`src/rtl/cbr_pkg.sv`:
```
package cbr_pkg;

    localparam int ADDR_W = 5;
    localparam int CH_W   = 16;

    typedef logic [ADDR_W-1:0] addr_t;

    typedef enum logic [1:0] {
        XF_REPEAT  = 2'b00,
        XF_INCR    = 2'b01,
        XF_RSVD    = 2'b10,
        XF_SPECIAL = 2'b11
    } xfer_e;

    typedef struct packed {
        logic  is_cmd;
        xfer_e kind;
        addr_t field;
    } cmd_t;

    typedef struct packed {
        logic [7:0]  enable;
        logic [7:0]  itime;
        logic [7:0]  wtime;
        logic [15:0] thr_lo;
        logic [15:0] thr_hi;
        logic [7:0]  pers;
        logic [7:0]  cfg;
        logic [7:0]  gain;
    } ctrl_t;

    localparam addr_t A_ENABLE = 5'h00;
    localparam addr_t A_ITIME  = 5'h01;
    localparam addr_t A_WTIME  = 5'h03;
    localparam addr_t A_TLO_L  = 5'h04;
    localparam addr_t A_TLO_H  = 5'h05;
    localparam addr_t A_THI_L  = 5'h06;
    localparam addr_t A_THI_H  = 5'h07;
    localparam addr_t A_PERS   = 5'h0C;
    localparam addr_t A_CFG    = 5'h0D;
    localparam addr_t A_GAIN   = 5'h0F;
    localparam addr_t A_IDENT  = 5'h12;
    localparam addr_t A_STATUS = 5'h13;
    localparam addr_t A_DATA   = 5'h14;

    localparam addr_t SF_INT_CLR = 5'b00110;

    function automatic cmd_t split_cmd(input logic [7:0] b);
        cmd_t c;
        c.is_cmd = b[7];
        c.kind   = xfer_e'(b[6:5]);
        c.field  = b[4:0];
        return c;
    endfunction

    function automatic logic [7:0] status_byte(input logic irq, input logic valid);
        return {3'b000, irq, 3'b000, valid};
    endfunction

endpackage

```
`src/rtl/cbr_ptr.sv`:
```
module cbr_ptr
    import cbr_pkg::*;
(
    input  logic       clk,
    input  logic       rst,
    input  logic       xact_start,
    input  logic       wr_valid,
    input  logic [7:0] wr_byte,
    input  logic       rd_strobe,
    output addr_t      addr_o,
    output logic       incr_o,
    output logic       data_we_o,
    output logic       sf_clr_o
);
    logic  first_q;
    addr_t addr_q;
    logic  incr_q;
    cmd_t  cmd;
    logic  take_cmd;
    logic  load_ptr;
    logic  step;

    always_comb begin
        cmd       = split_cmd(wr_byte);
        take_cmd  = wr_valid && first_q && cmd.is_cmd;
        load_ptr  = take_cmd && (cmd.kind == XF_REPEAT || cmd.kind == XF_INCR);
        data_we_o = wr_valid && !take_cmd;
        sf_clr_o  = take_cmd && cmd.kind == XF_SPECIAL && cmd.field == SF_INT_CLR;
        step      = incr_q && (data_we_o || rd_strobe);
    end

    always_ff @(posedge clk) begin
        if (rst) begin
            first_q <= 1'b0;
            addr_q  <= '0;
            incr_q  <= 1'b0;
        end else begin
            if (xact_start)
                first_q <= 1'b1;
            else if (wr_valid || rd_strobe)
                first_q <= 1'b0;

            if (load_ptr) begin
                addr_q <= cmd.field;
                incr_q <= (cmd.kind == XF_INCR);
            end else if (step) begin
                addr_q <= addr_q + 1'b1;
            end
        end
    end

    assign addr_o = addr_q;
    assign incr_o = incr_q;
endmodule

```
`src/rtl/cbr_ctrl_regs.sv`:
```
module cbr_ctrl_regs
    import cbr_pkg::*;
(
    input  logic       clk,
    input  logic       rst,
    input  logic       we,
    input  addr_t      addr,
    input  logic [7:0] wdata,
    input  logic       int_event,
    input  logic       int_clr,
    output ctrl_t      ctrl_o,
    output logic       irq_o
);
    ctrl_t regs_q;
    logic  irq_q;

    always_ff @(posedge clk) begin
        if (rst) begin
            regs_q       <= '0;
            regs_q.itime <= 8'hFF;
            regs_q.wtime <= 8'hFF;
        end else if (we) begin
            unique case (addr)
                A_ENABLE: regs_q.enable      <= wdata;
                A_ITIME:  regs_q.itime       <= wdata;
                A_WTIME:  regs_q.wtime       <= wdata;
                A_TLO_L:  regs_q.thr_lo[7:0] <= wdata;
                A_TLO_H:  regs_q.thr_lo[15:8] <= wdata;
                A_THI_L:  regs_q.thr_hi[7:0] <= wdata;
                A_THI_H:  regs_q.thr_hi[15:8] <= wdata;
                A_PERS:   regs_q.pers        <= wdata;
                A_CFG:    regs_q.cfg         <= wdata;
                A_GAIN:   regs_q.gain        <= wdata;
                default:  ;
            endcase
        end
    end

    always_ff @(posedge clk) begin
        if (rst)
            irq_q <= 1'b0;
        else if (int_event)
            irq_q <= 1'b1;
        else if (int_clr)
            irq_q <= 1'b0;
    end

    assign ctrl_o = regs_q;
    assign irq_o  = irq_q;
endmodule

```
`src/rtl/cbr_result_bank.sv`:
```
module cbr_result_bank
    import cbr_pkg::*;
#(
    parameter int NUM_CH = 4
)(
    input  logic                   clk,
    input  logic                   rst,
    input  logic                   load,
    input  logic [NUM_CH*CH_W-1:0] res_data,
    input  logic                   rd_strobe,
    input  addr_t                  addr,
    output logic [7:0]             rd_data,
    output logic                   valid_o
);
    localparam int SEL_W = (NUM_CH > 1) ? $clog2(NUM_CH) : 1;

    logic [CH_W-1:0] ch_q  [NUM_CH];
    logic [7:0]      shd_q [NUM_CH];
    logic            valid_q;
    addr_t           off;
    logic            in_range;
    logic            hi_sel;
    logic [SEL_W-1:0] sel;

    always_comb begin
        off      = addr - A_DATA;
        in_range = (addr >= A_DATA) && (off < ADDR_W'(2 * NUM_CH));
        hi_sel   = off[0];
        sel      = off[SEL_W:1];
    end

    always_ff @(posedge clk) begin
        if (rst) begin
            valid_q <= 1'b0;
            for (int g = 0; g < NUM_CH; g++) begin
                ch_q[g]  <= '0;
                shd_q[g] <= '0;
            end
        end else begin
            if (load) valid_q <= 1'b1;
            for (int g = 0; g < NUM_CH; g++) begin
                if (load)
                    ch_q[g] <= res_data[g*CH_W +: CH_W];
                if (rd_strobe && in_range && !hi_sel && sel == SEL_W'(g))
                    shd_q[g] <= ch_q[g][15:8];
            end
        end
    end

    always_comb begin
        rd_data = 8'h00;
        for (int g = 0; g < NUM_CH; g++) begin
            if (in_range && sel == SEL_W'(g))
                rd_data = hi_sel ? shd_q[g] : ch_q[g][7:0];
        end
    end

    assign valid_o = valid_q;
endmodule

```
`src/rtl/cbr_regfront.sv`:
```
module cbr_regfront
    import cbr_pkg::*;
#(
    parameter int         NUM_CH   = 4,
    parameter logic [7:0] ID_VALUE = 8'h44
)(
    input  logic                   clk,
    input  logic                   rst,
    input  logic                   xact_start,
    input  logic                   wr_valid,
    input  logic [7:0]             wr_byte,
    input  logic                   rd_strobe,
    output logic [7:0]             rd_byte,
    input  logic                   res_load,
    input  logic [NUM_CH*CH_W-1:0] res_data,
    input  logic                   int_event,
    output logic                   irq_pending,
    output logic [7:0]             ctl_enable,
    output logic [7:0]             ctl_itime,
    output logic [7:0]             ctl_wtime,
    output logic [15:0]            ctl_thr_lo,
    output logic [15:0]            ctl_thr_hi,
    output logic [7:0]             ctl_pers,
    output logic [7:0]             ctl_cfg,
    output logic [7:0]             ctl_gain
);
    addr_t      ptr_addr;
    logic       ptr_incr;
    logic       data_we;
    logic       sf_clr;
    ctrl_t      ctrl;
    logic       valid_flag;
    logic [7:0] bank_rd;

    cbr_ptr u_ptr (
        .clk        (clk),
        .rst        (rst),
        .xact_start (xact_start),
        .wr_valid   (wr_valid),
        .wr_byte    (wr_byte),
        .rd_strobe  (rd_strobe),
        .addr_o     (ptr_addr),
        .incr_o     (ptr_incr),
        .data_we_o  (data_we),
        .sf_clr_o   (sf_clr)
    );

    cbr_ctrl_regs u_regs (
        .clk       (clk),
        .rst       (rst),
        .we        (data_we),
        .addr      (ptr_addr),
        .wdata     (wr_byte),
        .int_event (int_event),
        .int_clr   (sf_clr),
        .ctrl_o    (ctrl),
        .irq_o     (irq_pending)
    );

    cbr_result_bank #(.NUM_CH(NUM_CH)) u_bank (
        .clk       (clk),
        .rst       (rst),
        .load      (res_load),
        .res_data  (res_data),
        .rd_strobe (rd_strobe),
        .addr      (ptr_addr),
        .rd_data   (bank_rd),
        .valid_o   (valid_flag)
    );

    always_comb begin
        unique case (ptr_addr)
            A_ENABLE: rd_byte = ctrl.enable;
            A_ITIME:  rd_byte = ctrl.itime;
            A_WTIME:  rd_byte = ctrl.wtime;
            A_TLO_L:  rd_byte = ctrl.thr_lo[7:0];
            A_TLO_H:  rd_byte = ctrl.thr_lo[15:8];
            A_THI_L:  rd_byte = ctrl.thr_hi[7:0];
            A_THI_H:  rd_byte = ctrl.thr_hi[15:8];
            A_PERS:   rd_byte = ctrl.pers;
            A_CFG:    rd_byte = ctrl.cfg;
            A_GAIN:   rd_byte = ctrl.gain;
            A_IDENT:  rd_byte = ID_VALUE;
            A_STATUS: rd_byte = status_byte(irq_pending, valid_flag);
            default:  rd_byte = bank_rd;
        endcase
    end

    assign ctl_enable = ctrl.enable;
    assign ctl_itime  = ctrl.itime;
    assign ctl_wtime  = ctrl.wtime;
    assign ctl_thr_lo = ctrl.thr_lo;
    assign ctl_thr_hi = ctrl.thr_hi;
    assign ctl_pers   = ctrl.pers;
    assign ctl_cfg    = ctrl.cfg;
    assign ctl_gain   = ctrl.gain;
endmodule

```
`config.mk`:
```
export PLATFORM = sky130hd
export DESIGN_NAME = cbr_regfront
export DESIGN_NICKNAME = d
export VERILOG_FILES = /design/src/rtl/cbr_pkg.sv /design/src/rtl/cbr_ptr.sv /design/src/rtl/cbr_ctrl_regs.sv /design/src/rtl/cbr_result_bank.sv /design/src/rtl/cbr_regfront.sv
export SDC_FILE = /design/constraint.sdc
export NUM_CORES = 1
export LEC_CHECK = 0
export BUFFER_PORTS_ARGS = -buffer_cell sky130_fd_sc_hd__buf_4
export CAP_MARGIN = 25
export CORE_MARGIN = 2
export CORE_UTILIZATION = 30
export DETAILED_ROUTE_END_ITERATION = 8
export SYNTH_ARGS = -nofsm -noshare
export SYNTH_HDL_FRONTEND = slang
export SYNTH_SLANG_ARGS = --single-unit
```
`constraint.sdc`:
```
create_clock -name clk -period 3.6 [get_ports clk]
set_input_delay 0.18 -clock clk [delete_from_list [all_inputs] [get_ports clk]]
set_output_delay 0.18 -clock clk [all_outputs]
set_load 0.03 [all_outputs]
```
* Word level (Yosys, flattened, before mapping)
Memory sizes are Yosys's and may differ from the RTL's.
Index checks and enable logic that the tools add are counted.
** Storage, ports and cells
- Register bits after elaboration :: 89
- Memory bits (writable) :: 96
- Input port bits :: 79
- Output and inout bits :: 89
- Logic and storage cells :: 125
- Memories :: 2
** Cells by class
- Add/subtract/negate cells :: 2
- $lt $le $gt $ge :: 2
- Eq/ne operators :: 17
- Multiplexer cells :: 40
- Bitwise operators :: 8
- Reductions and logical operators :: 39
** Memory list
- u_bank.ch_q :: words 4, width 16, read ports 4, clocked after memory_dff 0, wr ports 4, line cbr_result_bank.sv:17 : logic [CH_W-1:0] ch_q [NUM_CH];
- u_bank.shd_q :: words 4, width 8, read ports 4, clocked after memory_dff 0, wr ports 4, line cbr_result_bank.sv:18 : logic [7:0] shd_q [NUM_CH];
** Operators by type and width (count)
- $mux 8 :: 12
- $pmux 8 s12 :: 1
- $mux 16 :: 4
- $eq 5x3->1 const B :: 5
- $mux 1 :: 21
- $reduce_and 2->1 :: 10
- $logic_and 1x1->1 :: 18
- $eq 5x4->1 const B :: 3
- $eq 5x5->1 const B :: 2
- $mux 5 :: 2
- $or 1x1->1 :: 8
- $eq 2x2->1 const B :: 3
- $reduce_bool 2->1 :: 3
- $add 5x1->5 const B :: 1
- $eq 5x1->1 const B :: 1
- $eq 5x2->1 const B :: 1
- $ge 5x5->1 const B :: 1
- $logic_not 5->1 :: 1
- $lt 5x4->1 const B :: 1
- $sub 5x5->5 const B :: 1
- $eq 2x1->1 const B :: 2
- $logic_not 2->1 :: 2
- $logic_or 1x1->1 :: 3
- $logic_not 1->1 :: 2

* Longest topological paths before layout
- Depth after elaboration :: 10
- Depth in mapped cells :: 11
- Depth with buffers taken out :: 7

* Cells and area by module
Synthesis repeated with hierarchy kept, for this count alone.
** Unflattened totals
- Cells, all modules :: 802
- Area total of the unflattened synthesis :: 9075.0 µm²
** Modules (own cells, without submodules)
- cbr_result_bank :: times used 1, cells each 307, area an instance 4345.4 µm², seq. area each 2902.8 µm²
- cbr_ctrl_regs :: times used 1, cells each 296, area an instance 3214.3 µm², seq. area each 1621.6 µm²
- cbr_regfront :: times used 1, cells each 158, area an instance 1116.1 µm², seq. area each 0.0 µm²
- cbr_ptr :: times used 1, cells each 41, area an instance 399.1 µm², seq. area each 140.1 µm²

* Worst setup path after synthesis
OpenSTA, ideal clock, no wires.
- Path kind :: flip-flop to output port
- Start :: register u_ptr.addr_q[0] (netlist: u_ptr.addr_o[0])
- End :: output rd_byte[6]
- Data arrival time :: 2817 ps
- Required time :: 3420 ps
- Setup slack :: 603 ps
- Cell stages (with the launch flop) :: 12
- Buffers on the path :: 4
- Cells stage by stage :: dfxtp_1 ha_1 buf_2 buf_1 and2_1 ha_1 clkbuf_1 nor3_1 a22oi_1 or2_0 buf_6 mux2i_1
** Between the ends
- Word-level cells in the longest chain between the ends :: 9
- Elaborated cells on any way between the ends :: 33
- Classes of those cells :: add/sub: 1; order compare: 2; eq/ne: 14; mux: 9; reduce/logical: 7
** Ends and longest elaborated chain
- start, declared :: line cbr_ptr.sv:16 : addr_t addr_q;
- start signal, assigned :: line cbr_ptr.sv:44 : addr_q <= cmd.field;
- start signal, assigned :: line cbr_ptr.sv:47 : addr_q <= addr_q + 1'b1;
- $sub 5x5->5 :: line cbr_result_bank.sv:26 : off = addr - A_DATA;
- $lt 5x4->1 :: line cbr_result_bank.sv:27 : in_range = (addr >= A_DATA) && (off < ADDR_W'(2 * NUM_CH));
- $logic_and 1x1->1 :: line cbr_result_bank.sv:27
- $logic_and 1x1->1 :: line cbr_result_bank.sv:53 : if (in_range && sel == SEL_W'(g))
- $mux 8 (4 in series) :: line cbr_result_bank.sv:53
- $pmux 8 s12 (*) :: line cbr_regfront.sv:72 : unique case (ptr_addr)
- end, declared :: line cbr_regfront.sv:13 : output logic [7:0] rd_byte,
Mark *: on every way between the ends. The rest lies on a longest branch, timed or not.

* Worst setup path in the final report
- Start :: register u_ptr.addr_q[1] (netlist: u_ptr.addr_o[1])
- End :: output rd_byte[7]
Same word-level chain as after synthesis.

==> Implementation_results.wiki <==
{| class="wikitable"
! Metric !! Value
|-
| Kind of capture point of the worst setup path || output pin
|-
| Share of the cycle needed by the critical path after routing || 94.29%
|-
| Number of buffers created by CTS || 17
|-
| Die height || 171.8 um
|-
| Mux contribution to synthesized area || 9.094%
|-
| Final wirelength || 25.86 mm
|-
| Wire length per cell after detailed routing || 19.56 um
|-
| Num Clock Sinks || 185
|-
| Critical path class || reg2out
|-
| Area growth syn-to-layout || 26.54%
|-
| Last weighted congestion value of the routability-driven placer || 0.9279
|-
| FF-to-FF setup slack || 0.78 ns
|-
| Crit path time final || 3.394 ns
|-
| Normalized max-slew margin || 39.08%
|-
| Count of standard-cell rows || 61
|-
| Yosys warns || 0
|-
| Highest Clock Rate || 294.6 MHz
|-
| FFs w/ async S/R, synth || 0%
|-
| Post-synthesis register bit count || 185
|-
| Net count reported at finish || 1019
|-
| Number of max-capacitance violations reported || 0
|-
| Global-route usage over all layers || 18.02%
|-
| Crit path max fanout || 13
|-
| Leakage component of the power || 4.311 nW
|-
| Largest area contributor in the netlist || sky130_fd_sc_hd__edfxtp_1
|-
| Post-Synth XOR/XNOR Area || 0.3110%
|-
| Post-synthesis share of cell area spent on full adders, half adders and majority gates || 1.333%
|-
| Vias per std cell || 4.949
|-
| CTS tree || built
|-
| Commonest non-fill, non-tap cell in the layout || sky130_fd_sc_hd__buf_4
|-
| Top cells by area, synth || sky130_fd_sc_hd__edfxtp_1, sky130_fd_sc_hd__dfxtp_1, sky130_fd_sc_hd__and2_1
|-
| Number of vias in the routed layout || 6543
|-
| DRC violation total after the first TritonRoute iteration || 640
|-
| Clock insertion delay at the later pin of the skew report || 0.44 ns
|-
| Setup_tns || 0 ns
|-
| Worst endpoint data arrival time || 3.21 ns
|-
| Power density relative to cell area || 427.0 nW/um^2
|-
| Filler Cell Count || 2833
|-
| Number of antenna violations at the first check in global routing || 0
|-
| Startpoint type of the worst setup path || flop
|-
| Pre-antenna DRT Iters || 8
|-
| Critical path cell sequence || inv_1 -> ha_1 -> or4_4 -> o311a_4 -> or2_0 -> a22oi_1 -> buf_4
|-
| Diode insertion count for antenna repair || 0
|-
| Combinational family with the most area after synthesis || simple AND/OR/NAND/NOR gates
|-
| Number of I/O pins || 168
|-
| Aggregate global routing overflow || 0
|-
| Most frequent cells in the layout || sky130_fd_sc_hd__buf_4, sky130_fd_sc_hd__and2_1, sky130_fd_sc_hd__edfxtp_1
|-
| Cell type of the slowest stage on the worst timing path || sky130_fd_sc_hd__or4_4
|-
| Layout cell share with drive strength beyond 1 || 26.06%
|-
| Area fraction in and, or, nand and nor cells after synthesis || 18.54%
|-
| Yosys cell types || 57
|-
| Leading register cell type out of synthesis || sky130_fd_sc_hd__edfxtp_1
|-
| Deepest clock path buffer count || 2
|-
| DRC Markers || 0
|-
| Die span in x || 171.8 um
|-
| Count of endpoints failing hold in the final timing report || 0
|-
| Clock edge transition at the registers on the reported setup and hold paths || 0.07 ns
|-
| Setup Skew || 0.01190 ns
|-
| Count of endpoints failing setup in the final report || 0
|-
| Area share of the largest cell type after synthesis || 34.12%
|-
| Result of the run || completed
|-
| Number of nets produced by synthesis || 870
|-
| First-pass GRT wire length || 39.34 mm
|-
| Max VDD drop || 0.2728 mV
|-
| Path class of the lowest-slack min-delay path || in2reg
|-
| Syn avg cell area || 10.80 sq um
|-
| Port Buffers || 167
|-
| Number of enable-type register cells in the synthesized netlist || 96
|-
| Cell chosen for the clock root || sky130_fd_sc_hd__clkbuf_16
|-
| Mapped Cells || 782
|-
| Tightest hold margin || 0.01379 ns
|-
| RSZ-0062 raised after global routing || no
|-
| Detailed placement HPWL || 19.20 mm
|-
| Final Instance Area || 10690 sq um
|-
| Full die area || 29520 sq um
|-
| Maximum number of pins on one net before global-route repair || 91
|-
| Compound-cell area share of the yosys netlist || 11.97%
|-
| Remaining number of nets flagged by the antenna check after routing || 0
|-
| Transition at the pin with the smallest max-transition slack || 0.9137 ns
|-
| Synthesized cell area || 8448 sq um
|-
| Data required time of the critical path || 3.42 ns
|-
| Sequential fraction of the synthesis area || 55.21%
|-
| CTS H-tree depth || 4
|-
| Via count of the first global-routing pass || 6565
|-
| Max-slew violations || 0
|-
| CP peak stage delay || 0.55 ns
|-
| # Post-CTS Setup Buffers || 0
|-
| Core region area || 27780 sq um
|-
| Starting density of the core || 30.41%
|-
| Placed Instance Area || 10070 sq um
|}
kinds of logic after synthesis:
| kind of cell | Yosys count |
|---|---|
| compound gates | 137 |
| buf+inv | 73 |
| mux | 72 |
| flops | 185 |
| xor+xnor | 3 |
| simple gates | 303 |
| fa+ha+maj | 9 |
per-layer routing:
metal,vias up,routed length (um),global-route usage [%]
li1,3108,-,-
met4,0,757,6.796
met5,-,0,0
met3,48,1759,3.820
met1,3074,11400,24.13
met2,313,11940,28.64
cell usage after synthesis, types with 3 or more instances:
master                     instances
sky130_fd_sc_hd__and2_1           98
sky130_fd_sc_hd__edfxtp_1         96
sky130_fd_sc_hd__dfxtp_1          89
sky130_fd_sc_hd__nor2_1           71
sky130_fd_sc_hd__mux2i_1          61
sky130_fd_sc_hd__nand2_1          55
sky130_fd_sc_hd__clkbuf_1         40
sky130_fd_sc_hd__nand3_1          31
sky130_fd_sc_hd__a21oi_1          29
sky130_fd_sc_hd__a22oi_1          18
sky130_fd_sc_hd__a211oi_1         15
sky130_fd_sc_hd__buf_2            14
sky130_fd_sc_hd__inv_1            14
sky130_fd_sc_hd__o21ai_0          12
sky130_fd_sc_hd__nand3b_1         11
sky130_fd_sc_hd__a211o_1           9
sky130_fd_sc_hd__ha_1              9
sky130_fd_sc_hd__a222oi_1          8
sky130_fd_sc_hd__mux2_2            8
sky130_fd_sc_hd__nand2b_1          8
sky130_fd_sc_hd__o22ai_1           8
sky130_fd_sc_hd__a22o_1            6
sky130_fd_sc_hd__a32o_1            5
sky130_fd_sc_hd__nor2b_1           5
sky130_fd_sc_hd__nor3_1            4
sky130_fd_sc_hd__o21bai_1          4
sky130_fd_sc_hd__buf_1             3
sky130_fd_sc_hd__mux4_2            3
sky130_fd_sc_hd__nor2_2            3
sky130_fd_sc_hd__nor4_1            3
sky130_fd_sc_hd__o211ai_1          3
sky130_fd_sc_hd__or2_2             3
sky130_fd_sc_hd__xnor2_1           3
state kept, by name (all words and copies together), names as in the netlist:
register,flops
u_ptr.addr_o,5
u_bank.valid_o,1
u_bank.shd_q,32
u_regs.ctrl_o,80
u_bank.ch_q,64
u_ptr.incr_o,1
u_regs.irq_o,1
u_ptr.first_q,1
power breakdown:
group	internal, mW	switching, mW	total [mW]	leakage (nW)
clock	0.911	0.865	1.78	0.270
sequential	2.30	0.0372	2.34	1.74
combinational	0.187	0.263	0.449	2.30
total	3.40	1.16	4.56	4.31
area by class of cell:
cell class              instances  area (sq um)  share of cell area (%)
multi-input cells             524          3505                   32.78
well taps                     378         473.0                   4.424
flip-flops and latches        185          4668                   43.67
repair buffers                188          1431                   13.39
clock inverters                15         131.4                   1.229
clock buffers                  17         425.4                   3.979
inverters                      15         56.30                  0.5267
worst max-delay path: cells and delay by family, from the launching register on:
family / cells / cell delay, ns
DFF: 1 / 0.44
buffers and inverters: 2 / 0.37
adders and majority gates: 1 / 0.39
and+or+nand+nor: 2 / 0.96
AOI/OAI and AO/OA: 2 / 0.60
metrics by stage:
step	setup WS (ns)	instances	utilization [%]	power [mW]
4_1_cts	0.02340	1321	38.37	4.614
5_1_grt	0.07817	1322	38.48	4.737
3_3_place_gp	0.4277	1286	36.24	2.832
6_report	0.2057	1322	38.48	4.565
3_5_place_dp	0.4074	1286	36.24	2.834
2_1_floorplan	0.6026	782	-	2.624
worst paths after layout:
kind | start | depth (start not counted) | end
worst min-delay path | res_data[15] | 2 | u_bank.ch_q[0][15]$_SDFFCE_PN0P_
worst max register to register | u_ptr.addr_o[2]$_SDFFE_PP0P_ | 5 | u_regs.ctrl_o[61]$_SDFFE_PP1P_
worst min register to register | u_ptr.incr_o$_SDFFE_PP0P_ | 2 | u_ptr.incr_o$_SDFFE_PP0P_
worst max-delay path | u_ptr.addr_o[1]$_SDFFE_PP0P_ | 7 | rd_byte[7]
repair_timing:
item / in CTS / in global routing
endpoints found under the setup margin: 2 / 7
hold endpoints to repair: 3 / 0
resized for setup: 3 / 4
hold buffers: 3 / 0
Power figures use the tool's default switching activity.
